--- config.mk ---
export PLATFORM = sky130hd
export DESIGN_NAME = hcq_top
export DESIGN_NICKNAME = d
export VERILOG_FILES = /design/src/rtl/hcq_pkg.sv /design/src/rtl/hcq_rr.sv /design/src/rtl/hcq_store.sv /design/src/rtl/hcq_chan_slot.sv /design/src/rtl/hcq_top.sv
export SDC_FILE = /design/constraint.sdc
export NUM_CORES = 1
export LEC_CHECK = 0
export BUFFER_PORTS_ARGS = -buffer_cell sky130_fd_sc_hd__buf_4
export CAP_MARGIN = 20
export CORE_MARGIN = 10
export CORE_UTILIZATION = 30
export DETAILED_ROUTE_END_ITERATION = 8
export PLACE_DENSITY = 0.53
export SYNTH_ARGS = -nofsm -noshare
export SYNTH_HDL_FRONTEND = slang
export SYNTH_SLANG_ARGS = --single-unit
--- constraint.sdc ---
create_clock -name clk -period 9.5 [get_ports clk]
set_input_delay 0.475 -clock clk [delete_from_list [all_inputs] [get_ports clk]]
set_output_delay 0.475 -clock clk [all_outputs]
set_load 0.05 [all_outputs]
--- src/rtl/hcq_pkg.sv ---
package hcq_pkg;

  typedef enum logic {
    REQ_XFER = 1'b0,
    REQ_HALT = 1'b1
  } req_kind_e;

  typedef struct packed {
    req_kind_e kind;
    logic      dir;
  } req_attr_t;

endpackage

--- src/rtl/hcq_rr.sv ---
module hcq_rr #(
  parameter int NCH = 4,
  localparam int CHW = (NCH > 1) ? $clog2(NCH) : 1
) (
  input  logic           clk,
  input  logic           rst_n,
  input  logic [NCH-1:0] req,
  input  logic           allow,
  output logic [NCH-1:0] grant,
  output logic [CHW-1:0] grant_idx
);

  logic [CHW-1:0] ptr;

  always_comb begin
    logic found;
    logic [CHW-1:0] idx;
    grant     = '0;
    grant_idx = '0;
    found     = 1'b0;
    for (int k = 0; k < NCH; k++) begin
      idx = CHW'((int'(ptr) + k) % NCH);
      if (allow && !found && req[idx]) begin
        found      = 1'b1;
        grant[idx] = 1'b1;
        grant_idx  = idx;
      end
    end
  end

  always_ff @(posedge clk) begin
    if (!rst_n) begin
      ptr <= '0;
    end else if (|grant) begin
      ptr <= (int'(grant_idx) == NCH - 1) ? '0 : grant_idx + 1'b1;
    end
  end

  assert_one_write_R7: assert property (@(posedge clk) disable iff (!rst_n)
    $onehot0(grant));

  assert_grant_needs_req_R7: assert property (@(posedge clk) disable iff (!rst_n)
    (grant & ~req) == '0);

endmodule

--- src/rtl/hcq_store.sv ---
module hcq_store import hcq_pkg::*; #(
  parameter int NCH   = 4,
  parameter int DEPTH = 8,
  localparam int CHW = (NCH > 1) ? $clog2(NCH) : 1,
  localparam int AW  = (DEPTH > 1) ? $clog2(DEPTH) : 1,
  localparam int CW  = $clog2(DEPTH + 1)
) (
  input  logic           clk,
  input  logic           rst_n,
  input  logic           pop,
  input  logic           flush,
  input  logic [CHW-1:0] flush_ch,
  input  logic           wr_en,
  input  logic [CHW-1:0] wr_ch,
  input  req_attr_t      wr_attr,
  output logic [CHW-1:0] head_ch,
  output req_attr_t      head_attr,
  output logic [CW-1:0]  count
);

  logic [CHW-1:0] q_ch [DEPTH];
  req_attr_t      q_at [DEPTH];
  logic [CHW-1:0] n_ch [DEPTH];
  req_attr_t      n_at [DEPTH];
  logic [CW-1:0]  n_cnt;

  // one-cycle compaction: survivors slide down in order, then the new entry lands
  always_comb begin
    int pos;
    pos = 0;
    for (int i = 0; i < DEPTH; i++) begin
      n_ch[i] = q_ch[i];
      n_at[i] = q_at[i];
    end
    for (int i = 0; i < DEPTH; i++) begin
      if (i < int'(count) && !(pop && i == 0) && !(flush && q_ch[i] == flush_ch)) begin
        n_ch[AW'(pos)] = q_ch[i];
        n_at[AW'(pos)] = q_at[i];
        pos = pos + 1;
      end
    end
    if (wr_en && pos < DEPTH) begin
      n_ch[AW'(pos)] = wr_ch;
      n_at[AW'(pos)] = wr_attr;
      pos = pos + 1;
    end
    n_cnt = CW'(pos);
  end

  always_ff @(posedge clk) begin
    if (!rst_n) begin
      count <= '0;
      for (int i = 0; i < DEPTH; i++) begin
        q_ch[i] <= '0;
        q_at[i] <= '{kind: REQ_XFER, dir: 1'b0};
      end
    end else begin
      count <= n_cnt;
      for (int i = 0; i < DEPTH; i++) begin
        q_ch[i] <= n_ch[i];
        q_at[i] <= n_at[i];
      end
    end
  end

  assign head_ch   = q_ch[0];
  assign head_attr = q_at[0];

  assert_no_overflow_R3: assert property (@(posedge clk) disable iff (!rst_n)
    int'(count) <= DEPTH);

  assert_full_blocks_write_R4: assert property (@(posedge clk) disable iff (!rst_n)
    wr_en |-> int'(count) < DEPTH);

  for (genvar g = 0; g < DEPTH; g++) begin : g_purge_chk
    assert_flush_purged_R3: assert property (@(posedge clk) disable iff (!rst_n)
      flush |=> !(g < int'(count) && q_ch[g] == $past(flush_ch)));
  end

endmodule

--- src/rtl/hcq_chan_slot.sv ---
module hcq_chan_slot (
  input  logic clk,
  input  logic rst_n,
  input  logic wr,
  input  logic wr_en_bit,
  input  logic wr_dis_bit,
  input  logic done,
  input  logic marker_sent,
  input  logic clr,
  output logic en,
  output logic halt_pend,
  output logic mk_queued,
  output logic halted
);

  always_ff @(posedge clk) begin
    if (!rst_n) begin
      en        <= 1'b0;
      halt_pend <= 1'b0;
      mk_queued <= 1'b0;
    end else if (wr && wr_dis_bit && wr_en_bit) begin
      halt_pend <= 1'b1;
      mk_queued <= 1'b0;
    end else if (done) begin
      halt_pend <= 1'b0;
      en        <= 1'b0;
      mk_queued <= 1'b0;
    end else begin
      if (wr && !wr_dis_bit && !halt_pend) en <= wr_en_bit;
      if (wr && wr_dis_bit)     mk_queued <= 1'b0;
      else if (marker_sent)     mk_queued <= 1'b1;
    end
  end

  always_ff @(posedge clk) begin
    if (!rst_n)    halted <= 1'b0;
    else if (done) halted <= 1'b1;
    else if (clr)  halted <= 1'b0;
  end

  assert_irq_sticky_R6: assert property (@(posedge clk) disable iff (!rst_n)
    halted && !clr |=> halted);

  assert_halt_drops_en_R1: assert property (@(posedge clk) disable iff (!rst_n)
    $rose(halted) && !halt_pend |-> !en);

  assert_marker_once_R4: assert property (@(posedge clk) disable iff (!rst_n)
    mk_queued |-> halt_pend);

endmodule

--- src/rtl/hcq_top.sv ---
module hcq_top import hcq_pkg::*; #(
  parameter int NCH   = 4,
  parameter int DEPTH = 8,
  localparam int CHW = (NCH > 1) ? $clog2(NCH) : 1,
  localparam int CW  = $clog2(DEPTH + 1)
) (
  input  logic           clk,
  input  logic           rst_n,
  input  logic           ctl_wr,
  input  logic [CHW-1:0] ctl_ch,
  input  logic           ctl_en,
  input  logic           ctl_dis,
  input  logic [NCH-1:0] halt_clr,
  input  logic [NCH-1:0] post_valid,
  input  logic [NCH-1:0] post_dir,
  output logic [NCH-1:0] post_ready,
  output logic           txn_valid,
  input  logic           txn_ready,
  output logic [CHW-1:0] txn_ch,
  output logic           txn_dir,
  input  logic           txn_done,
  output logic [NCH-1:0] chan_en,
  output logic [NCH-1:0] halted_irq
);

  logic           flush;
  logic [CHW-1:0] head_ch;
  req_attr_t      head_at;
  logic [CW-1:0]  cnt;
  logic           busy;
  logic [CHW-1:0] busy_ch;
  logic           head_live, fire, mk_ret, pop;
  logic [NCH-1:0] hp_v, mq_v, done_v, req, grant;
  logic [CHW-1:0] gidx;
  req_attr_t      wr_attr;

  assign flush     = ctl_wr && ctl_dis;
  assign head_live = cnt != '0;
  assign txn_valid = head_live && head_at.kind == REQ_XFER && !busy;
  assign fire      = txn_valid && txn_ready;
  assign mk_ret    = head_live && head_at.kind == REQ_HALT && !(busy && busy_ch == head_ch);
  assign pop       = fire || mk_ret;
  assign txn_ch    = head_ch;
  assign txn_dir   = head_at.dir;

  for (genvar c = 0; c < NCH; c++) begin : g_chan
    logic hit;
    assign hit = ctl_ch == CHW'(c);
    assign req[c] = !(flush && hit) &&
                    ((post_valid[c] && chan_en[c] && !hp_v[c]) || (hp_v[c] && !mq_v[c]));
    assign done_v[c]     = mk_ret && head_ch == CHW'(c);
    assign post_ready[c] = grant[c] && !hp_v[c];

    hcq_chan_slot u_slot (
      .clk        (clk),
      .rst_n      (rst_n),
      .wr         (ctl_wr && hit),
      .wr_en_bit  (ctl_en),
      .wr_dis_bit (ctl_dis),
      .done       (done_v[c]),
      .marker_sent(grant[c] && hp_v[c]),
      .clr        (halt_clr[c]),
      .en         (chan_en[c]),
      .halt_pend  (hp_v[c]),
      .mk_queued  (mq_v[c]),
      .halted     (halted_irq[c])
    );

    assert_post_gate_R9: assert property (@(posedge clk) disable iff (!rst_n)
      post_ready[c] |-> chan_en[c] && !hp_v[c]);

    assert_halt_after_bus_R5: assert property (@(posedge clk) disable iff (!rst_n)
      $rose(halted_irq[c]) |-> $past(!(busy && busy_ch == CHW'(c))));
  end

  hcq_rr #(.NCH(NCH)) u_arb (
    .clk      (clk),
    .rst_n    (rst_n),
    .req      (req),
    .allow    (int'(cnt) < DEPTH),
    .grant    (grant),
    .grant_idx(gidx)
  );

  assign wr_attr.kind = hp_v[gidx] ? REQ_HALT : REQ_XFER;
  assign wr_attr.dir  = hp_v[gidx] ? 1'b0 : post_dir[gidx];

  hcq_store #(.NCH(NCH), .DEPTH(DEPTH)) u_store (
    .clk      (clk),
    .rst_n    (rst_n),
    .pop      (pop),
    .flush    (flush),
    .flush_ch (ctl_ch),
    .wr_en    (|grant),
    .wr_ch    (gidx),
    .wr_attr  (wr_attr),
    .head_ch  (head_ch),
    .head_attr(head_at),
    .count    (cnt)
  );

  always_ff @(posedge clk) begin
    if (!rst_n) begin
      busy    <= 1'b0;
      busy_ch <= '0;
    end else if (fire) begin
      busy    <= 1'b1;
      busy_ch <= head_ch;
    end else if (txn_done) begin
      busy    <= 1'b0;
    end
  end

  assert_hold_head_R8: assert property (@(posedge clk) disable iff (!rst_n)
    txn_valid && !txn_ready && !(flush && ctl_ch == txn_ch)
      |=> txn_valid && $stable(txn_ch) && $stable(txn_dir));

  assert_idle_when_busy_R8: assert property (@(posedge clk) disable iff (!rst_n)
    fire |=> !txn_valid);

endmodule

==> summary.txt <==
status: complete, no violations
num ports: 37
top_reg_cell synth: dfxtp_1
Avg Cell Area, Syn: 8.10 µm²
share of cells above drive strength 1: 12.9%
clock buffer depth: 2
Worst-path clk slew: 0.06 ns
DIE HEIGHT: 152 µm
starting utilization of the core area: 30.4%
worst-margin pin slew: 0.989 ns
period utilization: 78.2%
hold_buf cts: 0
Max Cap Violations: 0
TritonCTS clock tree: done
worst stage delay on the critical path: 0.79 ns
post-synth cell types: 82
worst hold path type: input port to register
synthesized net count: 684
Wirelength per Cell: 17.8 µm
synth warn: 0
Rows: 48
setup violators final: 0
grt ovf: 0
crit path max-delay cell type: fa_1
DRC: 0
critical path class: register to register
largest net degree at the start of global routing: 64
initial antenna violation count: 0
RSZ-0062 raised after global routing: false
DR pass1 iterations: 5
first-pass GRT wire length: 25,700 µm
Post-synth EDFFs: 0
cell mode on critical path: ha_1
Setup crit start kind: register
Fin. Hold Viols: 0
relative slew slack: 33.0%
CP required: 9.75 ns
ANT nets after route: 0
IO buf count: 36
Sink Count: 57
htree depth: 3
P_leak: 2.37 nW
Area Growth Syn to Fin: 12.4%
post-synthesis sequential area ratio: 21.8%
Post-Syn Area: 0.00522 mm²
total wire length: 15,800 µm
Async SR Flop Fraction: 0%
total track usage: 13.2%
post_cts resized: 0
Final Critical Period: 7.43 ns
Via density: 5.55
Die X: 152 µm
Synth Register Bits: 57
Post-CTS Setup Bufs: 0
Num CTS Buffers: 9
Nets: 692
CORE AREA: 0.0172 mm²
Vias: 4,898
ant diodes: 0
# fillers: 1,843
TNS Setup: 0 ns
Iteration-0 DRC Markers: 409
Final Wtd Congestion: 0.917
Synth Area in Compound Gates: 22.3%
CTS root buf: clkbuf_16
achievable clock frequency: 0.135 GHz
PwrDens: 154 mW/mm²
Reg2Reg Depth: 26
CP Capture Type: register
mux cell area share after synthesis: 14.2%
Slew Limit Fails: 0
post-layout util: 34.2%
Clock Latency Late Sink: 0.33 ns
Synth Area in Adders: 4.46%
worst hold path depth: 3
Peak VDD IR: 0.000120 V
Worst EP arrival: 7.68 ns
number of global-route vias before repair: 4,696
die area: 0.0231 mm²
Cells after Synth: 645
Worst Clk Skew: 0.00894 ns
largest family of logic cells by synthesized area: simple AND/OR/NAND/NOR gates
Post-DP HPWL: 12,200 µm
crit-path max FO: 16
Synth Area in XOR/XNOR: 7.09%
Post-Synth Simple-Gate Area: 23.6%
[cell usage in the layout (no fill, tap or decap), types with 4 or more instances in the layout]
master / instances
and2_1: 26
nand4_1: 11
o211a_1: 4
dfxtp_1: 57
a31oi_1: 8
inv_1: 33
nand2_1: 59
a222oi_1: 4
mux2i_1: 58
nor2b_1: 7
a211oi_1: 12
o31ai_1: 7
xor2_1: 11
xnor2_1: 18
nand2b_1: 14
nor3_1: 11
a21boi_0: 13
or4_1: 4
a21o_1: 4
o21a_1: 7
o211ai_1: 12
or3_1: 5
clkbuf_16: 9
a21oi_1: 20
nor2_1: 44
nand3_1: 14
o21ai_0: 25
ha_1: 17
nand3b_1: 10
nor3b_1: 7
buf_4: 38
mux2_2: 11
[report_power, final]
part / internal [mW] / switching, mW / leakage (nW)
clock network: 0.181 / 0.132 / 0.135
registers: 0.250 / 0.0212 / 0.460
logic: 0.117 / 0.203 / 1.78
[area by class of cell]
class | count | area [µm²] | area share (%)
Clock inverter | 7 | 61.3 | 1.04
Multi-Input combinational cell | 512 | 3740 | 63.8
Clock buffer | 9 | 225 | 3.84
Timing Repair Buffer | 38 | 285 | 4.86
Sequential cell | 57 | 1140 | 19.4
Inverter | 35 | 131 | 2.24
Tap cell | 225 | 282 | 4.80
[metal layers]
layer  track usage, %  part of all wire (%)
met5                0                     0
met1             17.4                    47
met4             4.13                   2.0
met3             2.06                   3.7
met2             21.6                    48
[per-stage QoR]
step / instance area, µm² / power [mW] / std cells / worst slack [ns] / hold WS (ns)
2_1_floorplan: 5220 / 0.512 / 645 / 2.81 / 0.443
3_3_place_gp: 5580 / 0.587 / 867 / 2.25 / 0.455
3_5_place_dp: 5580 / 0.593 / 867 / 2.00 / 0.462
4_1_cts: 5870 / 0.905 / 883 / 2.19 / 0.412
5_1_grt: 5870 / 0.954 / 883 / 1.51 / 0.413
6_report: 5870 / 0.904 / 883 / 2.07 / 0.413
[path summary, 6_finish.rpt]
| kind | startpoint | slack (ns) | endpoint |
|---|---|---|---|
| setup / recovery | u_store.count[3] | 2.07 | u_store.q_ch[0][5] |
| setup reg to reg | u_store.count[3] | 2.07 | u_store.q_ch[0][5] |
| hold reg to reg | g_chan[0].u_slot.mk_queued | 0.47 | g_chan[0].u_slot.mk_queued |
| hold / removal | halt_clr[2] | 0.41 | g_chan[2].u_slot.halted |
[state kept, by name, summed over array words and instances, names as in the netlist]
name	count
busy_ch	2
u_store.q_ch	16
u_store.q_at	16
g_chan.u_slot.halt_pend	4
u_store.count	4
g_chan.u_slot.en	4
g_chan.u_slot.halted	4
g_chan.u_slot.mk_queued	4
u_arb.ptr	2
busy	1
[critical path, delay by kind of cell (launching register included)]
kind	cells	cell delay, ns
and+or+nand+nor	8	2.59
adders and majority gates	5	1.99
AOI/OAI and AO/OA	6	0.96
DFF	1	0.75
xor gates and xnor gates	2	0.49
buffers and inverters	4	0.37
muxes	1	0.20
[kinds of logic (layout without fill, tap and decap cells)]
kind of cell    after synthesis  after routing
fa+ha+maj                    18             18
compound gates              157            157
xor+xnor                     35             35
mux                          71             71
simple gates                231            231
flops                        57             57
buf+inv                      76             89
[Yosys cell counts, types with 12 or more instances]
master    count  area, µm²
a211oi_1     12       90.1
a21boi_0     13       97.6
a21oi_1      20        100
and2_1       26        163
buf_4        12       90.1
clkbuf_1     21       78.8
dfxtp_1      57       1140
ha_1         17        213
inv_1        33        124
mux2i_1      58        581
nand2_1      59        221
nand2b_1     14       87.6
nand3_1      14       70.1
nor2_1       44        165
o211ai_1     12       90.1
o21ai_0      25        125
xnor2_1      18        158
Power figures use the tool's default switching activity.
